File: src/rtl/aud_bclk_pkg.sv
`timescale 1ns/1ps
package aud_bclk_pkg;
  // Width of the divide field; ratio is field + 1.
  localparam int DIV_W    = 5;
  localparam int RATIO_W  = DIV_W + 1;
  localparam int REG_W    = 32;
  localparam int CFG_W    = DIV_W + 3;

  // Field order matches the control-word bit positions 7..0.
  typedef struct packed {
    logic             shift_fall;  // 1: shift on falling bit-clock edge
    logic             rx_split;    // 1: receive side uses its own clock
    logic             src_int;     // 1: internal divider, 0: external pin
    logic [DIV_W-1:0] div;         // divide ratio minus one
  } bclk_cfg_t;

  localparam bclk_cfg_t CFG_RST = '{shift_fall: 1'b0, rx_split: 1'b1,
                                    src_int: 1'b1, div: '0};
endpackage

File: src/rtl/aud_bclk_cfg_reg.sv
`timescale 1ns/1ps
module aud_bclk_cfg_reg
  import aud_bclk_pkg::*;
(
  input  logic             clk,
  input  logic             rst_n,
  input  logic             wr_en,
  input  logic [REG_W-1:0] wdata,
  output bclk_cfg_t        cfg_q,
  output bclk_cfg_t        cfg_nxt,
  output logic [REG_W-1:0] rdata
);
  localparam int RSVD_W = REG_W - CFG_W;

  // Reserved write bits are dropped on purpose.
  logic unused_rsvd;
  assign unused_rsvd = ^wdata[REG_W-1:CFG_W];

  // Write-through view lets the divider pick up a value written on
  // the very edge of its terminal count.
  always_comb begin
    cfg_nxt = cfg_q;
    if (wr_en) cfg_nxt = bclk_cfg_t'(wdata[CFG_W-1:0]);
  end

  always_ff @(posedge clk) begin
    if (!rst_n) cfg_q <= CFG_RST;
    else        cfg_q <= cfg_nxt;
  end

  assign rdata = {{RSVD_W{1'b0}}, cfg_q};
endmodule

File: src/rtl/aud_bclk_div.sv
`timescale 1ns/1ps
module aud_bclk_div
  import aud_bclk_pkg::*;
(
  input  logic             clk,
  input  logic             rst_n,
  input  logic [DIV_W-1:0] div_nxt,
  output logic             lvl_nxt,
  output logic             bypass_nxt,
  output logic             bypass_q
);
  logic [RATIO_W-1:0] cnt_q, cnt_n;
  logic [RATIO_W-1:0] ratio_q, ratio_n;
  logic               term;

  // The active ratio is reloaded only at terminal count.
  always_comb begin
    term    = (cnt_q == ratio_q - RATIO_W'(1));
    ratio_n = ratio_q;
    cnt_n   = cnt_q + RATIO_W'(1);
    if (term) begin
      ratio_n = RATIO_W'(div_nxt) + RATIO_W'(1);
      cnt_n   = '0;
    end
  end

  // High for the first floor(ratio/2) counts of each period.
  assign lvl_nxt    = (cnt_n < (ratio_n >> 1));
  assign bypass_nxt = (ratio_n == RATIO_W'(1));

  always_ff @(posedge clk) begin
    if (!rst_n) begin
      cnt_q    <= '0;
      ratio_q  <= RATIO_W'(1);
      bypass_q <= 1'b1;
    end else begin
      cnt_q    <= cnt_n;
      ratio_q  <= ratio_n;
      bypass_q <= bypass_nxt;
    end
  end
endmodule

File: src/rtl/aud_bclk_edge.sv
`timescale 1ns/1ps
module aud_bclk_edge #(
  parameter int SYNC_STAGES = 2
) (
  input  logic clk,
  input  logic rst_n,
  input  logic ext_clk,
  input  logic src_int,
  input  logic shift_fall,
  input  logic div_lvl_nxt,
  input  logic div_bypass_nxt,
  output logic bclk_q,
  output logic stb_q
);
  logic [SYNC_STAGES-1:0] sync_q;

  // Synchronizer chain for the asynchronous external bit clock.
  for (genvar g = 0; g < SYNC_STAGES; g++) begin : g_sync
    logic d;
    if (g == 0) begin : g_first
      assign d = ext_clk;
    end else begin : g_next
      assign d = sync_q[g-1];
    end
    always_ff @(posedge clk) begin
      if (!rst_n) sync_q[g] <= 1'b0;
      else        sync_q[g] <= d;
    end
  end

  logic lvl_nxt, stb_nxt;

  always_comb begin
    lvl_nxt = src_int ? div_lvl_nxt : sync_q[SYNC_STAGES-1];
    if (src_int && div_bypass_nxt) stb_nxt = 1'b1;
    else if (shift_fall)           stb_nxt = bclk_q & ~lvl_nxt;
    else                           stb_nxt = ~bclk_q & lvl_nxt;
  end

  always_ff @(posedge clk) begin
    if (!rst_n) begin
      bclk_q <= 1'b0;
      stb_q  <= 1'b0;
    end else begin
      bclk_q <= lvl_nxt;
      stb_q  <= stb_nxt;
    end
  end
endmodule

File: src/rtl/aud_bclk_gen.sv
`timescale 1ns/1ps
module aud_bclk_gen
  import aud_bclk_pkg::*;
#(
  parameter int SYNC_STAGES = 2
) (
  input  logic        clk_mst,
  input  logic        rst_n,
  input  logic        reg_wr_en,
  input  logic [31:0] reg_wdata,
  output logic [31:0] reg_rdata,
  input  logic        ext_bclk_i,
  input  logic        rx_clk_i,
  output logic        bclk_o,
  output logic        shift_stb_o,
  output logic        rx_bclk_o
);
  bclk_cfg_t cfg_q, cfg_nxt;
  logic      div_lvl_nxt, div_bypass_nxt, div_bypass_q;
  logic      bclk_q;

  aud_bclk_cfg_reg i_cfg (
    .clk     (clk_mst),
    .rst_n   (rst_n),
    .wr_en   (reg_wr_en),
    .wdata   (reg_wdata),
    .cfg_q   (cfg_q),
    .cfg_nxt (cfg_nxt),
    .rdata   (reg_rdata)
  );

  aud_bclk_div i_div (
    .clk        (clk_mst),
    .rst_n      (rst_n),
    .div_nxt    (cfg_nxt.div),
    .lvl_nxt    (div_lvl_nxt),
    .bypass_nxt (div_bypass_nxt),
    .bypass_q   (div_bypass_q)
  );

  aud_bclk_edge #(.SYNC_STAGES(SYNC_STAGES)) i_edge (
    .clk            (clk_mst),
    .rst_n          (rst_n),
    .ext_clk        (ext_bclk_i),
    .src_int        (cfg_q.src_int),
    .shift_fall     (cfg_q.shift_fall),
    .div_lvl_nxt    (div_lvl_nxt),
    .div_bypass_nxt (div_bypass_nxt),
    .bclk_q         (bclk_q),
    .stb_q          (shift_stb_o)
  );

  // Divide-by-1 hands the master clock straight through.
  assign bclk_o    = (cfg_q.src_int && div_bypass_q) ? clk_mst : bclk_q;
  assign rx_bclk_o = cfg_q.rx_split ? rx_clk_i : bclk_o;
endmodule

File: config.mk
export PLATFORM = sky130hd
export DESIGN_NAME = aud_bclk_gen
export DESIGN_NICKNAME = d
export VERILOG_FILES = /design/src/rtl/aud_bclk_pkg.sv /design/src/rtl/aud_bclk_cfg_reg.sv /design/src/rtl/aud_bclk_div.sv /design/src/rtl/aud_bclk_edge.sv /design/src/rtl/aud_bclk_gen.sv
export SDC_FILE = /design/constraint.sdc
export NUM_CORES = 1
export LEC_CHECK = 0
export CORE_MARGIN = 2
export CORE_UTILIZATION = 49
export DETAILED_ROUTE_END_ITERATION = 10
export DONT_BUFFER_PORTS = 1
export GPL_ROUTABILITY_DRIVEN = 0
export PLACE_DENSITY = 0.75
export SYNTH_ARGS = -nofsm -noshare
export SYNTH_HDL_FRONTEND = slang
export SYNTH_SLANG_ARGS = --single-unit
File: constraint.sdc
create_clock -name clk_mst -period 3.11 [get_ports clk_mst]
set_clock_uncertainty 0.2 [all_clocks]
set_input_delay 0.311 -clock clk_mst [delete_from_list [all_inputs] [get_ports clk_mst]]
set_output_delay 0.311 -clock clk_mst [all_outputs]
set_load 0.05 [all_outputs]
# [Yosys cells after proc, flatten, opt, wreduce, memory -nomap -nowiden]
# Cells that the tools add are included.
[op_classes] bitwise_logic=4 magnitude_cmp=1 muxes=8 addsub=3 reduce_logical=2 eq_ne=2
[ops] cell="$mux W6" count=2
[ops] cell="$add A5 B1 Y6 const B" count=1
[ops] cell="$add A6 B1 Y6 const B" count=1
[ops] cell="$eq A6 B1 Y1 const B" count=1
[ops] cell="$eq A6 B6 Y1" count=1
[ops] cell="$lt A6 B5 Y1" count=1
[ops] cell="$sub A6 B1 Y6 const B" count=1
[ops] cell="$mux W1" count=5
[ops] cell="$mux W5" count=1
[ops] cell="$and A1 B1 Y1" count=2
[ops] cell="$logic_and A1 B1 Y1" count=2
[ops] cell="$not A1 Y1" count=2
[word_totals] output_inout_bits=35 ff_bits=25

# [Longest topological paths before layout]
# Gate-level depths: netlist of run 1.
[depth] depth_word=9 mapped_depth=16 depth_no_buf=14

# [By module]
# Synthesis of run 1 repeated with hierarchy kept, for this count alone.
[unflattened] hier_cells=184 hier_area_um2=1714.1
[by_module_without_submodules] module="aud_bclk_div" cells_each=105 seq_area_each_um2=260.2 n_inst=1 area_per_inst_um2=930.9
[by_module_without_submodules] module="aud_bclk_cfg_reg" cells_each=59 seq_area_each_um2=160.2 n_inst=1 area_per_inst_um2=589.3
[by_module_without_submodules] module="aud_bclk_edge" cells_each=15 seq_area_each_um2=80.1 n_inst=1 area_per_inst_um2=152.6
[by_module_without_submodules] module="aud_bclk_gen" cells_each=5 seq_area_each_um2=0.0 n_inst=1 area_per_inst_um2=41.3

==> metrics, run 1 <==
outcome finished, violations left; failing checks setup timing; Cell Pwr Density roughly 1100 nW/um^2; Core Area between 3000 and 4000 sq um; Yosys reg bits 25; Leak 0.910 nW; first-pass GRT wire length approximately 5.7 mm; worst-skew pair later-pin latency between 0.4 and 0.5 ns; final setup fails 2; DRC 0; clock slew at reported path FFs roughly 0.16 ns; Die X just over 60 microns; slew margin rel. approximately half; final-layout fill cell count between 200 and 300; commonest cells after routing, fill and taps aside 33 x buf_4, 24 x conb_1, 23 x dfxtp_1; final core utilization between 60% and 70%; final slew viol count 0; drt pass-1 iters 4; via count 1330; Synth Instances ~180; Hold Violations, Final 0; via density per instance slightly below 5; RSZ-0062 raised after global routing true; post-route ant nets 0; Placement Setup Slack -0.354 ns; Synth cell types 43; WL per Instance approximately 13 microns; Final min period 3.30 ns; GR Overflow Total 0; Initial Util approximately 52%; type of origin of the critical path register; Peak VDD IR 430 uV; ANT cells 0; PortBufs 0; Non-Filler Instances approximately 270; area taken by multi-input logic gates approximately 990 sq um; max_cap viols 0; Synth Area per Inst slightly below 9 sq um; largest net degree at the start of global routing 28; Worst Path Max Fanout 4; WL final between 3 and 4 mm; GRT Total Usage roughly a fifth; period utilisation layout 106%; cell row count 20; CTS tree yes; # nets final 270; half-perimeter wire length after placement approximately 2.3 mm; antenna violations before repair 0; area grow syn2layout 23.9%; reg2reg path depth 12; initial DRC count 29; full die area about 3700 sq um; Seq/Total Area, Yosys between 30% and 40%; Ys Warns 0; Cell Area, Synth 1600 sq um; Worst-Margin Slew around 0.77 ns; hold path depth 3; layout cells sized above 1 a little over a quarter; Fmax achieved about 300 MHz; io pins 72; register area between 500 and 600 sq um; placed cells 247; Worst Path Required between 3 and 4 ns; die height between 60 and 70 microns; vias in the first global route 1324; Critical Path Sink Type register; WS Path Type reg -> reg; commonest non-fill, non-tap cell in the layout buf_4; Area after DPL between 1500 and 2000 sq um; Fin Hold WS roughly 0.029 ns; post-route cell area around 2000 sq um; Hold Crit Class in -> reg; Setup WS post-layout -0.189 ns; critical path arrival 3.45 ns
==> state kept, by name (all words and copies together) (netlist names) <==
| name | cells |
|---|---|
| i_div.ratio_q | 6 |
| i_cfg.cfg_q | 8 |
| i_div.cnt_q | 6 |
| i_edge.bclk_q | 1 |
| i_div.bypass_q | 1 |
| i_edge.g_sync.d | 1 |
| i_edge.sync_q | 1 |
| i_edge.stb_q | 1 |
==> cell usage after synthesis (all sizes together) <==
library cell	number	area, sq um
and3	3	18.8
a32o	1	10.0
mux2	2	22.5
o41a	1	11.3
or2	2	12.5
a21boi	1	7.51
nor2b	13	83.8
a21o	1	7.51
and3b	1	8.76
nand3	4	20.0
o311a	1	10.0
nor4	1	6.26
inv	5	18.8
conb	1	3.75
buf	30	220
o211ai	4	30.0
xor2	7	61.3
ha	7	87.6
or3	2	12.5
o21a	2	15.0
a21oi	4	20.0
xnor2	6	52.6
a31o	1	8.76
nor2	12	45.0
clkbuf	3	11.3
nand4b	1	8.76
mux2i	8	80.1
nor3	4	25.0
nand2	15	56.3
or4	1	11.3
o2111ai	1	15.0
a221oi	1	15.0
a31oi	2	12.5
o21ai	3	15.0
and2	7	43.8
dfxtp	25	500
o211a	1	10.0
==> worst paths after layout <==
| path | startpoint | to | slack, ns |
|---|---|---|---|
| worst max register to register | i_div.ratio_q[4]$_SDFF_PN0_ | i_edge.stb_q$_SDFF_PN0_ | -0.19 |
| worst min register to register | i_edge.g_sync[1].d$_SDFF_PN0_ | i_edge.sync_q[1]$_SDFF_PN0_ | 0.26 |
| worst min-delay path | reg_wr_en | i_cfg.cfg_q[4]$_SDFF_PN0_ | 0.03 |
| worst max-delay path | i_div.ratio_q[4]$_SDFF_PN0_ | i_edge.stb_q$_SDFF_PN0_ | -0.19 |
==> critical path, cell delays in order, from the launching register on <==
cell,delay (ns)
dfxtp_1,0.33
or4_4,0.58
nor3_4,0.14
o2111ai_2,0.17
or2_4,0.28
o41a_1,0.35
ha_1,0.33
o211a_1,0.13
o21ai_1,0.08
nand4b_1,0.12
a221oi_2,0.26
or3_1,0.16
o211ai_1,0.08
==> where the power goes <==
part / switching, mW / internal (mW) / total, mW
sequential: 0.0693 / 0.392 / 0.461
clock: 0.185 / 0.108 / 0.293
combinational: 0.669 / 0.700 / 1.37
==> final cells by class <==
class / count / share of cell area [%]
sequential: 25 / 25.6
tap: 44 / 2.78
clock buffer: 6 / 2.27
timing repair buffer: 44 / 18.1
multi-input combinational: 144 / 49.9
inverter: 5 / 0.947
clock inverter: 1 / 0.379
==> metal layers <==
metal | GRT usage [%] | up-vias | wire (microns)
li1 | - | 659 | -
met1 | 25.4 | 613 | 1460
met2 | 33.4 | 48 | 1740
met3 | 5.04 | 10 | 211
met4 | 12.4 | 0 | 86
met5 | 0 | - | 0
==> cells by family (layout without fill, tap and decap cells) <==
logic type	count (synthesis)	after routing	share of synthesized area, %
buffers and inverters	38	56	15.6
multiplexers	10	10	6.42
other	1	24	0.235
AND/OR/NAND/NOR	66	66	22.1
AO/OA/AOI/OAI	24	24	11.7
XOR/XNOR	13	13	7.12
adder cells (fa/ha/maj)	7	7	5.48
flip-flops	25	25	31.3
==> per-stage QoR <==
| stage | TNS (ns) | power, mW |
|---|---|---|
| after global placement | -0.615 | 1.66 |
| final | -0.361 | 2.12 |
| after global routing | -0.628 | 2.26 |
| after floorplan | -0.152 | 1.31 |
| after CTS | -0.271 | 2.08 |
| after detailed placement | -0.673 | 1.68 |
==> timing repair <==
item	4_1_cts	5_1_grt
endpoints found under the hold margin	25	0
hold buffers	11	0
cloned	0	0
buffers inserted	4	0
pin swaps	8	1
gates resized for setup	14	1
endpoints found under the setup margin	3	2
Power figures use the tool's default switching activity.
==> run 2, diff against run 1 <==
--- a/config.mk
+++ b/config.mk
@@ -6,11 +6,11 @@
 export NUM_CORES = 1
 export LEC_CHECK = 0
 export CORE_MARGIN = 2
-export CORE_UTILIZATION = 49
+export CORE_UTILIZATION = 40
 export DETAILED_ROUTE_END_ITERATION = 10
 export DONT_BUFFER_PORTS = 1
 export GPL_ROUTABILITY_DRIVEN = 0
-export PLACE_DENSITY = 0.75
+export PLACE_DENSITY = 0.62
 export SYNTH_ARGS = -nofsm -noshare
 export SYNTH_HDL_FRONTEND = slang
 export SYNTH_SLANG_ARGS = --single-unit
==> run 2 against run 1 <==
Compared with the run above:
- the run still ends with setup timing left
- critical path depth did not move
- sequential cell count unchanged
- highest routed layer unchanged
- first-iteration DRC count is 45% higher
- worst setup slack worse by 0.037 ns
==> metrics, run 2 (synthesized netlist as in run 1, its figures left out) <==
clock slew at reported path FFs 0.10 ns (-0.06 ns); Core Area 3740 sq um (+22%); DRC 0 (unchanged); via density per instance 4.73 (-4.4%); Placement Setup Slack -0.355 ns (-0.000905 ns); Final min period 3.34 ns (+0.0368 ns); slew margin rel. 48.0% (-0.38 points); cell row count 22 (+10%); worst-skew pair later-pin latency 0.38 ns (-0.07 ns); critical path arrival 3.41 ns (-0.04 ns); # nets final 269 (-0.37%); first-pass GRT wire length 5.63 mm (-1.5%); PortBufs 0 (unchanged); initial DRC count 42 (+45%); type of origin of the critical path register; Worst Path Required 3.18 ns (-0.08 ns); Non-Filler Instances 272 (+1.1%); worst path cell trace or4_4 -> nor3_4 -> o2111ai_2 -> or2_4 -> o41a_1 -> ha_1 -> o211a_1 -> o21ai_1 -> nand4b_1 -> a221oi_2 -> or3_1 -> o211ai_1; CTS tree yes; Power Total 2.05 mW (-3.4%); Area after DPL 1740 sq um (+0.72%); Critical Path Sink Type register; commonest cells after routing, fill and taps aside 32 x buf_4, 24 x conb_1, 23 x dfxtp_1; die height 67.2 microns (+10%); Crit-path slowest cell or4_4; RSZ-0062 raised after global routing true; Initial Util 42.7% (-9.2 points); io pins 72 (unchanged); failing checks setup timing; Largest register FFs 8 (unchanged); Largest Register i_cfg.cfg_q; max_cap viols 0 (unchanged); Cell Pwr Density 1020 nW/um^2 (-4.5%); antenna violations before repair 0 (unchanged); via count 1286 (-3.3%); Peak VDD IR 359 uV (-17%); CP top delay family simple AND/OR/NAND/NOR gates; post-route ant nets 0 (unchanged); GRT Total Usage 17.0% (-3.9 points); Hold Crit Class in -> reg; slowest stage delay, CP 0.58 ns (about the same); Leak 0.921 nW (+1.2%); layout cells sized above 1 25.0% (-1.2 points); final core utilization 53.5% (-11 points); post-route cell area 2000 sq um (+1.1%); final slew viol count 0 (unchanged); period utilisation layout 107% (+1.2 points); WL per Instance 12.9 microns (-0.88%); WL final 3.51 mm (+0.23%); Setup WS post-layout -0.226 ns (-0.0368 ns); vias in the first global route 1253 (-5.4%); Worst-Margin Slew 0.777 ns (+0.00575 ns); placed cells 252 (+2.0%); Die X 67.2 microns (+10%); Hold Violations, Final 0 (unchanged); area grow syn2layout 25.4%; commonest non-fill, non-tap cell in the layout buf_4; half-perimeter wire length after placement 2.37 mm (+1.7%); WP buf/inv 0 (unchanged); final setup fails 2 (unchanged); outcome finished, violations left; Worst Path Max Fanout 7 (+3); drt pass-1 iters 4 (unchanged); WS Path Type reg -> reg; ANT cells 0 (unchanged); GR Overflow Total 0 (unchanged); full die area 4520 sq um (+21%); largest net degree at the start of global routing 27 (-3.6%); Top Registers i_cfg.cfg_q: 8 flops, i_div.cnt_q: 6 flops, i_div.ratio_q: 6 flops; Fmax achieved 300 MHz (-1.1%)
==> run 2: layout make-up <==
class                           instances  area (sq um)
Inverter                                5          18.8
Clock inverter                          1          7.51
Clock buffer                            6          82.6
Fill cell                             360          1740
Timing Repair Buffer                   43           350
Tap cell                               48          60.1
Multi-Input combinational cell        144           980
Sequential cell                        25           505
==> run 2: timing repair <==
| action | in CTS | in global routing |
|---|---|---|
| setup buffers | 0 | 2 |
| resized for setup | 11 | 1 |
| hold endpoints to repair | 25 | 0 |
| hold buffers | 11 | 0 |
| cloned | 0 | 0 |
| endpoints found under the setup margin | 3 | 2 |
| pin swaps | 9 | 0 |
==> run 2: layer usage <==
metal	GRT usage [%]	routed length, microns	up-vias
met2	27.2	1650	36
met3	4.17	155	5
met4	8.16	53	0
met1	21.4	1640	591
met5	0	0	-
li1	-	-	654
==> run 2: worst paths after layout <==
kind / cells after the start / slack [ns] / end / from
max: 12 / -0.23 / i_edge.stb_q$_SDFF_PN0_ / i_div.ratio_q[4]$_SDFF_PN0_
min: 3 / 0.06 / i_cfg.cfg_q[4]$_SDFF_PN0_ / reg_wdata[4]
max reg2reg: 12 / -0.23 / i_edge.stb_q$_SDFF_PN0_ / i_div.ratio_q[4]$_SDFF_PN0_
min reg2reg: 1 / 0.24 / i_edge.sync_q[1]$_SDFF_PN0_ / i_edge.g_sync[1].d$_SDFF_PN0_
==> run 2: where the power goes <==
part | total [mW] | internal (mW) | switching (mW)
registers | 0.458 | 0.390 | 0.0673
logic | 1.21 | 0.588 | 0.620
clock network | 0.385 | 0.189 | 0.196
total | 2.05 | 1.17 | 0.883
==> run 2: worst reg2reg max path: stages (launching register included) <==
cell,delay [ns]
dfxtp_1,0.32
or4_4,0.58
nor3_4,0.14
o2111ai_2,0.14
or2_4,0.29
o41a_1,0.37
ha_1,0.34
o211a_1,0.14
o21ai_1,0.08
nand4b_1,0.12
a221oi_2,0.27
or3_1,0.16
o211ai_1,0.08
==> run 2: through the flow <==
stage | setup TNS [ns] | hold WS [ns]
detailed placement | -0.542 | 0.179
floorplan | -0.152 | 0.212
finish | -0.319 | 0.0554
global placement | -0.519 | 0.175
global route | -0.548 | 0.0931
CTS | -0.263 | 0.0621
